===== config.mk =====
export PLATFORM = sky130hd
export DESIGN_NAME = ccmp_aad_fmt
export DESIGN_NICKNAME = d
export VERILOG_FILES = /design/src/rtl/ccmp_aad_pkg.sv /design/src/rtl/aad_seq.sv /design/src/rtl/aad_wordsel.sv /design/src/rtl/aad_packer.sv /design/src/rtl/ccmp_aad_fmt.sv
export SDC_FILE = /design/constraint.sdc
export NUM_CORES = 1
export LEC_CHECK = 0
export BUFFER_PORTS_ARGS = -buffer_cell sky130_fd_sc_hd__buf_4
export CAP_MARGIN = 5
export CORE_AREA = 2 2 142 144
export CTS_CLUSTER_DIAMETER = 30
export CTS_CLUSTER_SIZE = 8
export DETAILED_ROUTE_END_ITERATION = 10
export DIE_AREA = 0 0 144 146
export GPL_TIMING_DRIVEN = 1
export PLACE_DENSITY = 0.72
export SLEW_MARGIN = 10
export SYNTH_ARGS = -nofsm -noshare
export SYNTH_HDL_FRONTEND = slang
export SYNTH_SLANG_ARGS = --single-unit

===== constraint.sdc =====
create_clock -name clk -period 2.8 [get_ports clk]
set_input_delay 0.28 -clock clk [delete_from_list [all_inputs] [get_ports clk]]
set_output_delay 0.28 -clock clk [all_outputs]
set_load 0.1 [all_outputs]

===== src/rtl/ccmp_aad_pkg.sv =====
package ccmp_aad_pkg;
  localparam int WORD_W     = 16;
  localparam int BLK_W      = 128;
  localparam int NUM_BLKS   = 2;
  localparam int WPB        = BLK_W / WORD_W;
  localparam int SLOTS      = WPB * NUM_BLKS;
  localparam int SLOT_W     = $clog2(SLOTS);
  localparam int LANE_W     = $clog2(WPB);
  localparam int BASE_WORDS = 11;
  localparam int A4_WORDS   = 3;
  localparam int QC_WORDS   = 1;
  localparam int FC_POS     = 0;
  localparam int SC_POS     = 10;
  localparam int CNT_W      = SLOT_W + 1;

  typedef enum logic [2:0] {
    SRC_LEN,
    SRC_FC,
    SRC_SC,
    SRC_RAW,
    SRC_ZERO
  } src_e;

  // header words expected for a given pair of presence flags
  function automatic logic [CNT_W-1:0] aad_words(input logic a4, input logic qc);
    int n;
    n = BASE_WORDS + (a4 ? A4_WORDS : 0) + (qc ? QC_WORDS : 0);
    return CNT_W'(n);
  endfunction

  function automatic logic [WORD_W-1:0] aad_octets(input logic a4, input logic qc);
    return WORD_W'(2 * int'(aad_words(a4, qc)));
  endfunction

  // frame control: drop subtype, retry, power management, more data; force protected
  function automatic logic [WORD_W-1:0] mask_fc(input logic [WORD_W-1:0] w);
    logic [WORD_W-1:0] r;
    r        = w;
    r[15:12] = 4'h0;
    r[5:3]   = 3'b000;
    r[6]     = 1'b1;
    return r;
  endfunction

  // sequence control: keep fragment number only
  function automatic logic [WORD_W-1:0] mask_sc(input logic [WORD_W-1:0] w);
    logic [WORD_W-1:0] r;
    r        = '0;
    r[11:8]  = w[11:8];
    return r;
  endfunction
endpackage


===== src/rtl/aad_seq.sv =====
module aad_seq
  import ccmp_aad_pkg::*;
(
  input  logic                clk,
  input  logic                rst_n,
  input  logic                start,
  input  logic                flag_a4,
  input  logic                flag_qc,
  input  logic                in_valid,
  output logic                busy,
  output logic [SLOT_W-1:0]   slot,
  output src_e                src,
  output logic                push,
  output logic                take,
  output logic                pad_phase,
  output logic [WORD_W-1:0]   len_val
);
  logic             a4_q, qc_q;
  logic             launch;
  logic             frame_done;
  logic [CNT_W-1:0] n_in;
  logic [SLOT_W-1:0] didx;

  assign launch = start && !busy;
  assign n_in   = aad_words(a4_q, qc_q);
  assign didx   = slot - SLOT_W'(1);
  assign len_val = aad_octets(flag_a4, flag_qc);

  always_comb begin
    push      = 1'b0;
    take      = 1'b0;
    pad_phase = 1'b0;
    src       = SRC_ZERO;
    if (launch) begin
      push = 1'b1;
      src  = SRC_LEN;
    end else if (busy) begin
      if ({1'b0, slot} <= n_in) begin
        push = in_valid;
        take = in_valid;
        if (didx == SLOT_W'(FC_POS))      src = SRC_FC;
        else if (didx == SLOT_W'(SC_POS)) src = SRC_SC;
        else                              src = SRC_RAW;
      end else begin
        push      = 1'b1;
        pad_phase = 1'b1;
        src       = SRC_ZERO;
      end
    end
  end

  assign frame_done = busy && push && (slot == SLOT_W'(SLOTS - 1));

  always_ff @(posedge clk or negedge rst_n) begin
    if (!rst_n) begin
      busy <= 1'b0;
      slot <= '0;
      a4_q <= 1'b0;
      qc_q <= 1'b0;
    end else if (launch) begin
      busy <= 1'b1;
      slot <= SLOT_W'(1);
      a4_q <= flag_a4;
      qc_q <= flag_qc;
    end else if (busy && push) begin
      slot <= slot + SLOT_W'(1);
      if (frame_done) busy <= 1'b0;
    end
  end

  // nothing is consumed while idle
  a_r8_idle_no_take: assert property (@(posedge clk) disable iff (!rst_n)
    !busy |-> !take);

  // latched flags hold for the whole frame
  a_r6_flags_hold: assert property (@(posedge clk) disable iff (!rst_n)
    (busy && !frame_done) |=> (busy && $stable(a4_q) && $stable(qc_q)));

  // a data slot without valid leaves the slot counter in place
  a_r7_stall: assert property (@(posedge clk) disable iff (!rst_n)
    (busy && !pad_phase && !in_valid) |=> $stable(slot));
endmodule


===== src/rtl/aad_wordsel.sv =====
module aad_wordsel
  import ccmp_aad_pkg::*;
(
  input  src_e              src,
  input  logic [WORD_W-1:0] in_word,
  input  logic [WORD_W-1:0] len_val,
  output logic [WORD_W-1:0] word
);
  always_comb begin
    unique case (src)
      SRC_LEN: word = len_val;
      SRC_FC:  word = mask_fc(in_word);
      SRC_SC:  word = mask_sc(in_word);
      SRC_RAW: word = in_word;
      default: word = '0;
    endcase
  end
endmodule


===== src/rtl/aad_packer.sv =====
module aad_packer
  import ccmp_aad_pkg::*;
(
  input  logic              clk,
  input  logic              rst_n,
  input  logic              push,
  input  logic [SLOT_W-1:0] slot,
  input  logic [WORD_W-1:0] word,
  output logic              blk_valid,
  output logic [BLK_W-1:0]  blk_data,
  output logic              blk_idx,
  output logic              blk_last
);
  logic [LANE_W-1:0] lane;
  logic              blk_full;
  logic [BLK_W-1:0]  lane_bus;

  assign lane     = slot[LANE_W-1:0];
  assign blk_full = push && (lane == LANE_W'(WPB - 1));

  genvar g;
  generate
    for (g = 0; g < WPB - 1; g++) begin : g_lane
      logic [WORD_W-1:0] q;
      always_ff @(posedge clk or negedge rst_n) begin
        if (!rst_n)                           q <= '0;
        else if (push && lane == LANE_W'(g)) q <= word;
      end
      assign lane_bus[(WPB-1-g)*WORD_W +: WORD_W] = q;
    end
  endgenerate
  assign lane_bus[WORD_W-1:0] = word;

  always_ff @(posedge clk or negedge rst_n) begin
    if (!rst_n) begin
      blk_valid <= 1'b0;
      blk_data  <= '0;
      blk_idx   <= 1'b0;
      blk_last  <= 1'b0;
    end else begin
      blk_valid <= blk_full;
      if (blk_full) begin
        blk_data <= lane_bus;
        blk_idx  <= slot[SLOT_W-1];
        blk_last <= (slot[SLOT_W-1:LANE_W] == (SLOT_W-LANE_W)'(NUM_BLKS - 1));
      end
    end
  end

  // strobe is one cycle wide
  a_r9_single_pulse: assert property (@(posedge clk) disable iff (!rst_n)
    blk_valid |=> !blk_valid);

  // last flag accompanies the second block only
  a_r9_last_is_second: assert property (@(posedge clk) disable iff (!rst_n)
    blk_valid |-> (blk_last == blk_idx));
endmodule


===== src/rtl/ccmp_aad_fmt.sv =====
module ccmp_aad_fmt
  import ccmp_aad_pkg::*;
(
  input  logic         clk,
  input  logic         rst_n,
  input  logic         start,
  input  logic         flag_a4,
  input  logic         flag_qc,
  input  logic         in_valid,
  input  logic [15:0]  in_word,
  output logic         blk_valid,
  output logic [127:0] blk_data,
  output logic         blk_idx,
  output logic         blk_last
);
  logic              busy;
  logic [SLOT_W-1:0] slot;
  src_e              src;
  logic              push;
  logic              take;
  logic              pad_phase;
  logic [WORD_W-1:0] len_val;
  logic [WORD_W-1:0] word;

  aad_seq u_seq (
    .clk(clk), .rst_n(rst_n), .start(start), .flag_a4(flag_a4),
    .flag_qc(flag_qc), .in_valid(in_valid), .busy(busy), .slot(slot),
    .src(src), .push(push), .take(take), .pad_phase(pad_phase),
    .len_val(len_val)
  );

  aad_wordsel u_sel (
    .src(src), .in_word(in_word), .len_val(len_val), .word(word)
  );

  aad_packer u_pack (
    .clk(clk), .rst_n(rst_n), .push(push), .slot(slot), .word(word),
    .blk_valid(blk_valid), .blk_data(blk_data), .blk_idx(blk_idx),
    .blk_last(blk_last)
  );

  // padding slots feed zero words into the packer
  a_r5_pad_zero: assert property (@(posedge clk) disable iff (!rst_n)
    pad_phase |-> (push && word == '0));

  // block 0 always opens with one of the four legal octet counts
  a_r1_len_legal: assert property (@(posedge clk) disable iff (!rst_n)
    (blk_valid && !blk_idx) |-> (blk_data[127:112] inside {16'd22, 16'd24, 16'd28, 16'd30}));

  // frame control in block 0 carries the protected bit and a cleared subtype
  a_r3_fc_masked: assert property (@(posedge clk) disable iff (!rst_n)
    (blk_valid && !blk_idx) |-> (blk_data[102] && blk_data[111:108] == 4'h0));

  // no word is taken while the frame is padding
  a_r8_pad_no_take: assert property (@(posedge clk) disable iff (!rst_n)
    pad_phase |-> !take);
endmodule


Word level (Yosys, flattened, before mapping)

Index checks and enable logic that the tools add are counted.

$add $sub $neg: 6
Order comparisons: 1
Eq/ne operators: 12
Mux-type cells: 18
Reduce and logical (&&, ||, !) cells: 18

Operator list:

| cell                                             | count |
|---|---|
| case mux 16 bit (4 select lines)                 | 1 |
| == test 3 x 2 -> 1 bit, second input constant    | 4 |
| == test 3 bit, second input constant             | 4 |
| 2-to-1 mux 3 bit                                 | 4 |
| logical AND 1 bit                                | 11 |
| adder 5 bit                                      | 2 |
| adder 5 bit, first input constant                | 2 |
| 2-to-1 mux 1 bit                                 | 9 |
| == test 4 bit, second input constant             | 2 |
| 2-to-1 mux 4 bit                                 | 2 |
| == test 3 x 1 -> 1 bit, second input constant    | 2 |
| zero test 3 bit                                  | 2 |
| less-or-equal comparator 4 x 5 -> 1 bit          | 1 |
| adder 4 x 1 -> 4 bit, second input constant      | 1 |
| zero test 4 bit                                  | 1 |
| 2-to-1 mux 2 bit                                 | 2 |
| nonzero test 2 bit                               | 2 |
| subtractor 4 x 1 -> 4 bit, second input constant | 1 |
| AND reduction 2 bit                              | 1 |
| zero test 1 bit                                  | 1 |

Register bits: 249
Input bits: 22
Word-level logic and storage cells: 69

Logic depth before layout (Yosys ltp)

Depth after elaboration: 12
Depth in mapped cells: 11
Gate-level depth less buffers: 9

By module

A second synthesis with hierarchy kept.

Cell total of the unflattened synthesis: 671
Area total of the unflattened synthesis: 10308.6 sq um

By module, submodules not included:

| module      | area each (sq um) | cells each | instances | sequential area each (sq um) |
|---|---|---|---|---|
| aad_packer  | 9168.8            | 521        | 1         | 6055.8 |
| aad_seq     | 823.3             | 102        | 1         | 175.2 |
| aad_wordsel | 316.6             | 48         | 1         | 0.0 |

Least setup slack after synthesis

No wires, ideal clock.

Path kind: register to register
Start point: register u_seq.qc_q
End point: register u_pack.g_lane[3].q[12]
Required time: 2669 ps
Arrival: 2220 ps
Path slack: 449 ps
Cell stages (with the launch flop): 12
Buffers on the path: 2
Period minus slack after synthesis: 2351 ps
Cells stage by stage: dfrtp_1 -> inv_1 -> ha_1 -> inv_1 -> ha_1 -> and3_1 -> a211oi_2 -> clkbuf_1 -> o221ai_1 -> clkbuf_1 -> nand2_1 -> o21ai_0

Cells in the longest elaborated chain, start to end: 8
Elaborated cells on any way between the ends: 15

RTL lines:

| what                                           | RTL line           | text |
|---|---|---|
| start: declaration                             | aad_seq.sv:18      | `logic a4_q, qc_q;` |
| start signal: assignment                       | aad_seq.sv:64      | `qc_q <= flag_qc;` |
| 2-to-1 mux 1 bit (*)                           | ccmp_aad_pkg.sv:27 | `n = BASE_WORDS + (a4 ? A4_WORDS : 0) + (qc ? QC_WORDS : 0);` |
| adder 5 bit (*)                                | ccmp_aad_pkg.sv:27 |  |
| less-or-equal comparator 4 x 5 -> 1 bit (*)    | aad_seq.sv:38      | `if ({1'b0, slot} <= n_in) begin` |
| 2-to-1 mux 3 bit                               | aad_seq.sv:38      |  |
| 2-to-1 mux 3 bit                               | aad_seq.sv:37      | `end else if (busy) begin` |
| 2-to-1 mux 3 bit                               | aad_seq.sv:34      | `if (launch) begin` |
| == test 3 x 2 -> 1 bit (tied with other cells) | aad_wordsel.sv:10  | `unique case (src)` |
| case mux 16 bit (4 select lines)               | aad_wordsel.sv:10  |  |
| end signal: assignment                         | aad_packer.sv:27   | `else if (push && lane == LANE_W'(g)) q <= word;` |
| end: declaration                               | aad_packer.sv:24   | `logic [WORD_W-1:0] q;` |

Mark *: on every way between the ends. The rest lies on a longest branch, timed or not.
A chain may end at the register's enable or synchronous reset.

Worst setup path in the final report

Start point: register u_seq.qc_q
End point: register u_pack.blk_data[34]

Cells in the longest elaborated chain, start to end: 7

RTL lines:

| what                                    | RTL line           | text |
|---|---|---|
| 2-to-1 mux 1 bit                        | ccmp_aad_pkg.sv:27 |  |
| adder 5 bit                             | ccmp_aad_pkg.sv:27 |  |
| less-or-equal comparator 4 x 5 -> 1 bit | aad_seq.sv:38      |  |
| 2-to-1 mux 1 bit                        | aad_seq.sv:38      |  |
| 2-to-1 mux 1 bit                        | aad_seq.sv:37      |  |
| 2-to-1 mux 1 bit                        | aad_seq.sv:34      |  |
| logical AND 1 bit                       | aad_packer.sv:19   | `assign blk_full = push && (lane == LANE_W'(WPB - 1));` |
| end signal: assignment                  | aad_packer.sv:43   | `blk_data <= lane_bus;` |
| end: declaration                        | aad_packer.sv:10   | `output logic [BLK_W-1:0] blk_data,` |

Every way passes these cells.

==> flow_metrics.tcl <==
set metrics [dict create \
    status "complete, no violations" \
    nets 954 \
    min_period_ns 2.716 \
    synth_top_family_by_area "multiplexers" \
    cap_violations 0 \
    wl_per_cell_um 19.07 \
    setup_viol 0 \
    synthAdderAreaFrac 0.01959 \
    hp-class "input pin to flop" \
    chipHeight_um 146 \
    cts.sinks 249 \
    criticalPathCategory "flop to flop" \
    antenna_cells 0 \
    tritoncts "built" \
    slowest_stage "dfrtp_1" \
    path_buf_inv 4 \
    cts-root-buf "clkbuf_16" \
    htreeDepth 2 \
    multi_input_area_mm2 0.003186 \
    cts_setup_buffers 0 \
    grt_start_max_net_pins 82 \
    die-area_mm2 0.02102 \
    die_x_um 144 \
    place.port_buffers 152 \
    cp_max_fo 70 \
    grt.total_usage 0.2243 \
    fin_setup_tns_ns 0 \
    synthTopCellsByCount "dfrtp_1, mux2_2, nand2_1" \
    synth-seq-area-share 0.6503 \
    final-hold-violation-count 0 \
    synthArstFlopShare 1.000 \
    reg2reg_from "u_seq.qc_q$_DFFE_PN0P_" \
    synth_most_common_cell "dfrtp_1" \
    insertion_delay_ns 0.54 \
    via_per_inst 5.303 \
    crit_arrival_ns 3.12 \
    cpPeakStageDelay_ns 0.35 \
    cpLargestDelayFamily "buffers and inverters" \
    synthMuxAreaShare 0.1337 \
    worstHoldStart "in_word[15]" \
    seqCellArea_mm2 0.006231 \
    fin_skew_ns 0.01838 \
    worst_slew_pin_slew_ns 0.6503 \
    grt_overflow 0 \
    grt_pass1_vias 6696 \
    crit_start "u_seq.qc_q$_DFFE_PN0P_" \
    firstDrtPassIters 5 \
    core-area_mm2 0.01933 \
    synthXorXnorAreaFrac 0 \
    hold_slack_ns 0.08428 \
    wl_mm 23.17 \
    grt_antenna_before_repair 0 \
    path_cells "inv_1 -> ha_1 -> inv_1 -> ha_1 -> and3_1 -> a211oi_2 -> buf_12 -> o221ai_4 -> buf_12 -> mux2_2" \
    syn-num-nets 769 \
    cp-end-kind "flop" \
    final_layout_size_suffix_gt1_frac 0.3968 \
    drc 0 \
    synth_ff_type "dfrtp_1" \
    antenna_left 0 \
    clk_pin_slew_ns 0.05 \
    synth-simple-area-share 0.06686 \
    cts_buffers 47 \
    drv_slew 0 \
    clock_path_buffers 3 \
    initial_core_util 0.4956 \
    core.rowCount 51 \
    critPathLaunchType "flop" \
    syn_to_final_growth_pct 33.90 \
    critical_path_required_ns 3.20 \
    grt_pass1_wl_mm 36.65 \
    period_share 0.9701 \
    synth-compound-area-share 0.1052 \
    synth.distinct_cells 40 \
    yosys.area.top_type "dfrtp_1" \
    synth_area_mm2 0.009582 \
    slew_headroom 0.5665 \
    yosys_warnings 0 \
    rsz0062_at_grt "false" \
    hpwl_mm 14.65 \
    synth_edf_count 0 \
    drt-initial-drc-count 447 \
    vias 6443 \
    yosys-top-cells-area "dfrtp_1, mux2_2, o21ai_0" \
    syn_inst 732 \
    clock.fmax_mhz 368.1 \
    io_pins 153 \
    netlist.area_leader.share 0.6503 \
    synth-seq-cells 249 \
    finalWeightedCongestion 0.8342 \
    n_fill_cell 1422 \
    postSynthAreaPerCell_um2 13.09 \
]
==> sequential cells by signal (all words and copies together) (netlist names) <==
name              cells
u_seq.qc_q            1
u_seq.busy            1
u_pack.blk_valid      1
u_pack.g_lane.q     112
u_pack.blk_data     128
u_pack.blk_last       1
u_seq.a4_q            1
u_seq.slot            4
==> what timing repair did <==
item,in CTS,in global routing
endpoints found under the setup margin,8,77
hold endpoints to repair,80,0
hold buffers,3,0
pin swaps,0,1
cloned,0,0
resized for setup,2,4
==> worst paths after layout <==
path	cells past startpoint	to	slack [ns]
setup / recovery	10	u_pack.blk_data[34]$_DFFE_PN0P_	0.08
hold / removal	3	u_pack.g_lane[2].q[15]$_DFFE_PN0P_	0.08
setup reg to reg	10	u_pack.blk_data[34]$_DFFE_PN0P_	0.08
hold reg to reg	2	u_pack.g_lane[2].q[13]$_DFFE_PN0P_	0.47
max in group asynchronous	3	u_pack.blk_data[89]$_DFFE_PN0P_	1.62
min in group asynchronous	2	u_pack.blk_data[41]$_DFFE_PN0P_	0.32
==> cell families (layout without fill, tap and decap cells) <==
kind of cell	count (synthesis)	in the layout
fa+ha+maj	15	15
buf+inv	51	269
simple gates	149	149
flops	249	249
mux	114	114
compound gates	154	154
==> layout by cell type, fill, tap and decap left out, types with 2 or more instances in the layout <==
cell type        n
ha_1            15
nor2_1          14
bufinv_16        6
a22oi_4          2
a22o_1           8
inv_1           13
dlygate4sd3_1    3
mux2_2         112
o21ai_1          6
clkbuf_8        11
and2_1           3
and3_1           2
dfrtp_1        249
o21ai_0         93
o22a_1          16
nand2_1        105
nand2b_1         6
clkbuf_1         3
mux2i_1          2
nor2b_1          5
clkinv_2        11
clkbuf_16       47
buf_4          164
a2bb2oi_1       16
buf_12           6
nand3_1          5
o221ai_4         2
nand4_1          2
==> worst register-to-register path, stage by stage, from the launching register on <==
cell and delay [ns]:
dfrtp_1 0.35, inv_1 0.07, ha_1 0.29, inv_1 0.09, ha_1 0.24, and3_1 0.20, a211oi_2 0.30, buf_12 0.20
o221ai_4 0.18, buf_12 0.25, mux2_2 0.43
==> through the flow <==
| stage | setup slack, ns | util | area [µm²] | cells |
|---|---|---|---|---|
| final | 0.08369 | 0.6636 | 12830 | 1215 |
| after floorplan | 0.4493 | - | 9582 | 732 |
| after global routing | 0.004506 | 0.6636 | 12830 | 1215 |
| after global placement | 0.1253 | 0.5754 | 11130 | 1130 |
| after CTS | 0.01548 | 0.6620 | 12800 | 1215 |
| after detailed placement | -0.01348 | 0.5754 | 11130 | 1130 |
==> final cells by class <==
type / count / share of cell area
clock buffers: 61 / 0.1043
well taps: 265 / 0.02584
repair buffers: 174 / 0.1088
multi-input cells: 432 / 0.2483
clock inverters: 21 / 0.02321
inverters: 13 / 0.003803
flip-flops and latches: 249 / 0.4857
==> per-layer routing <==
metal	vias to the layer above	routed length, µm	part of all wire	track usage
li1	2947	-	-	-
met1	3266	9871	0.43	0.2994
met2	190	11630	0.50	0.3698
met3	40	1096	0.047	0.04311
met4	0	567	0.024	0.07451
met5	-	0	0	0
Power is left out: the tool's default activity adds up to more than one toggle a clock period on the data nets, which glitch-free logic cannot reach.
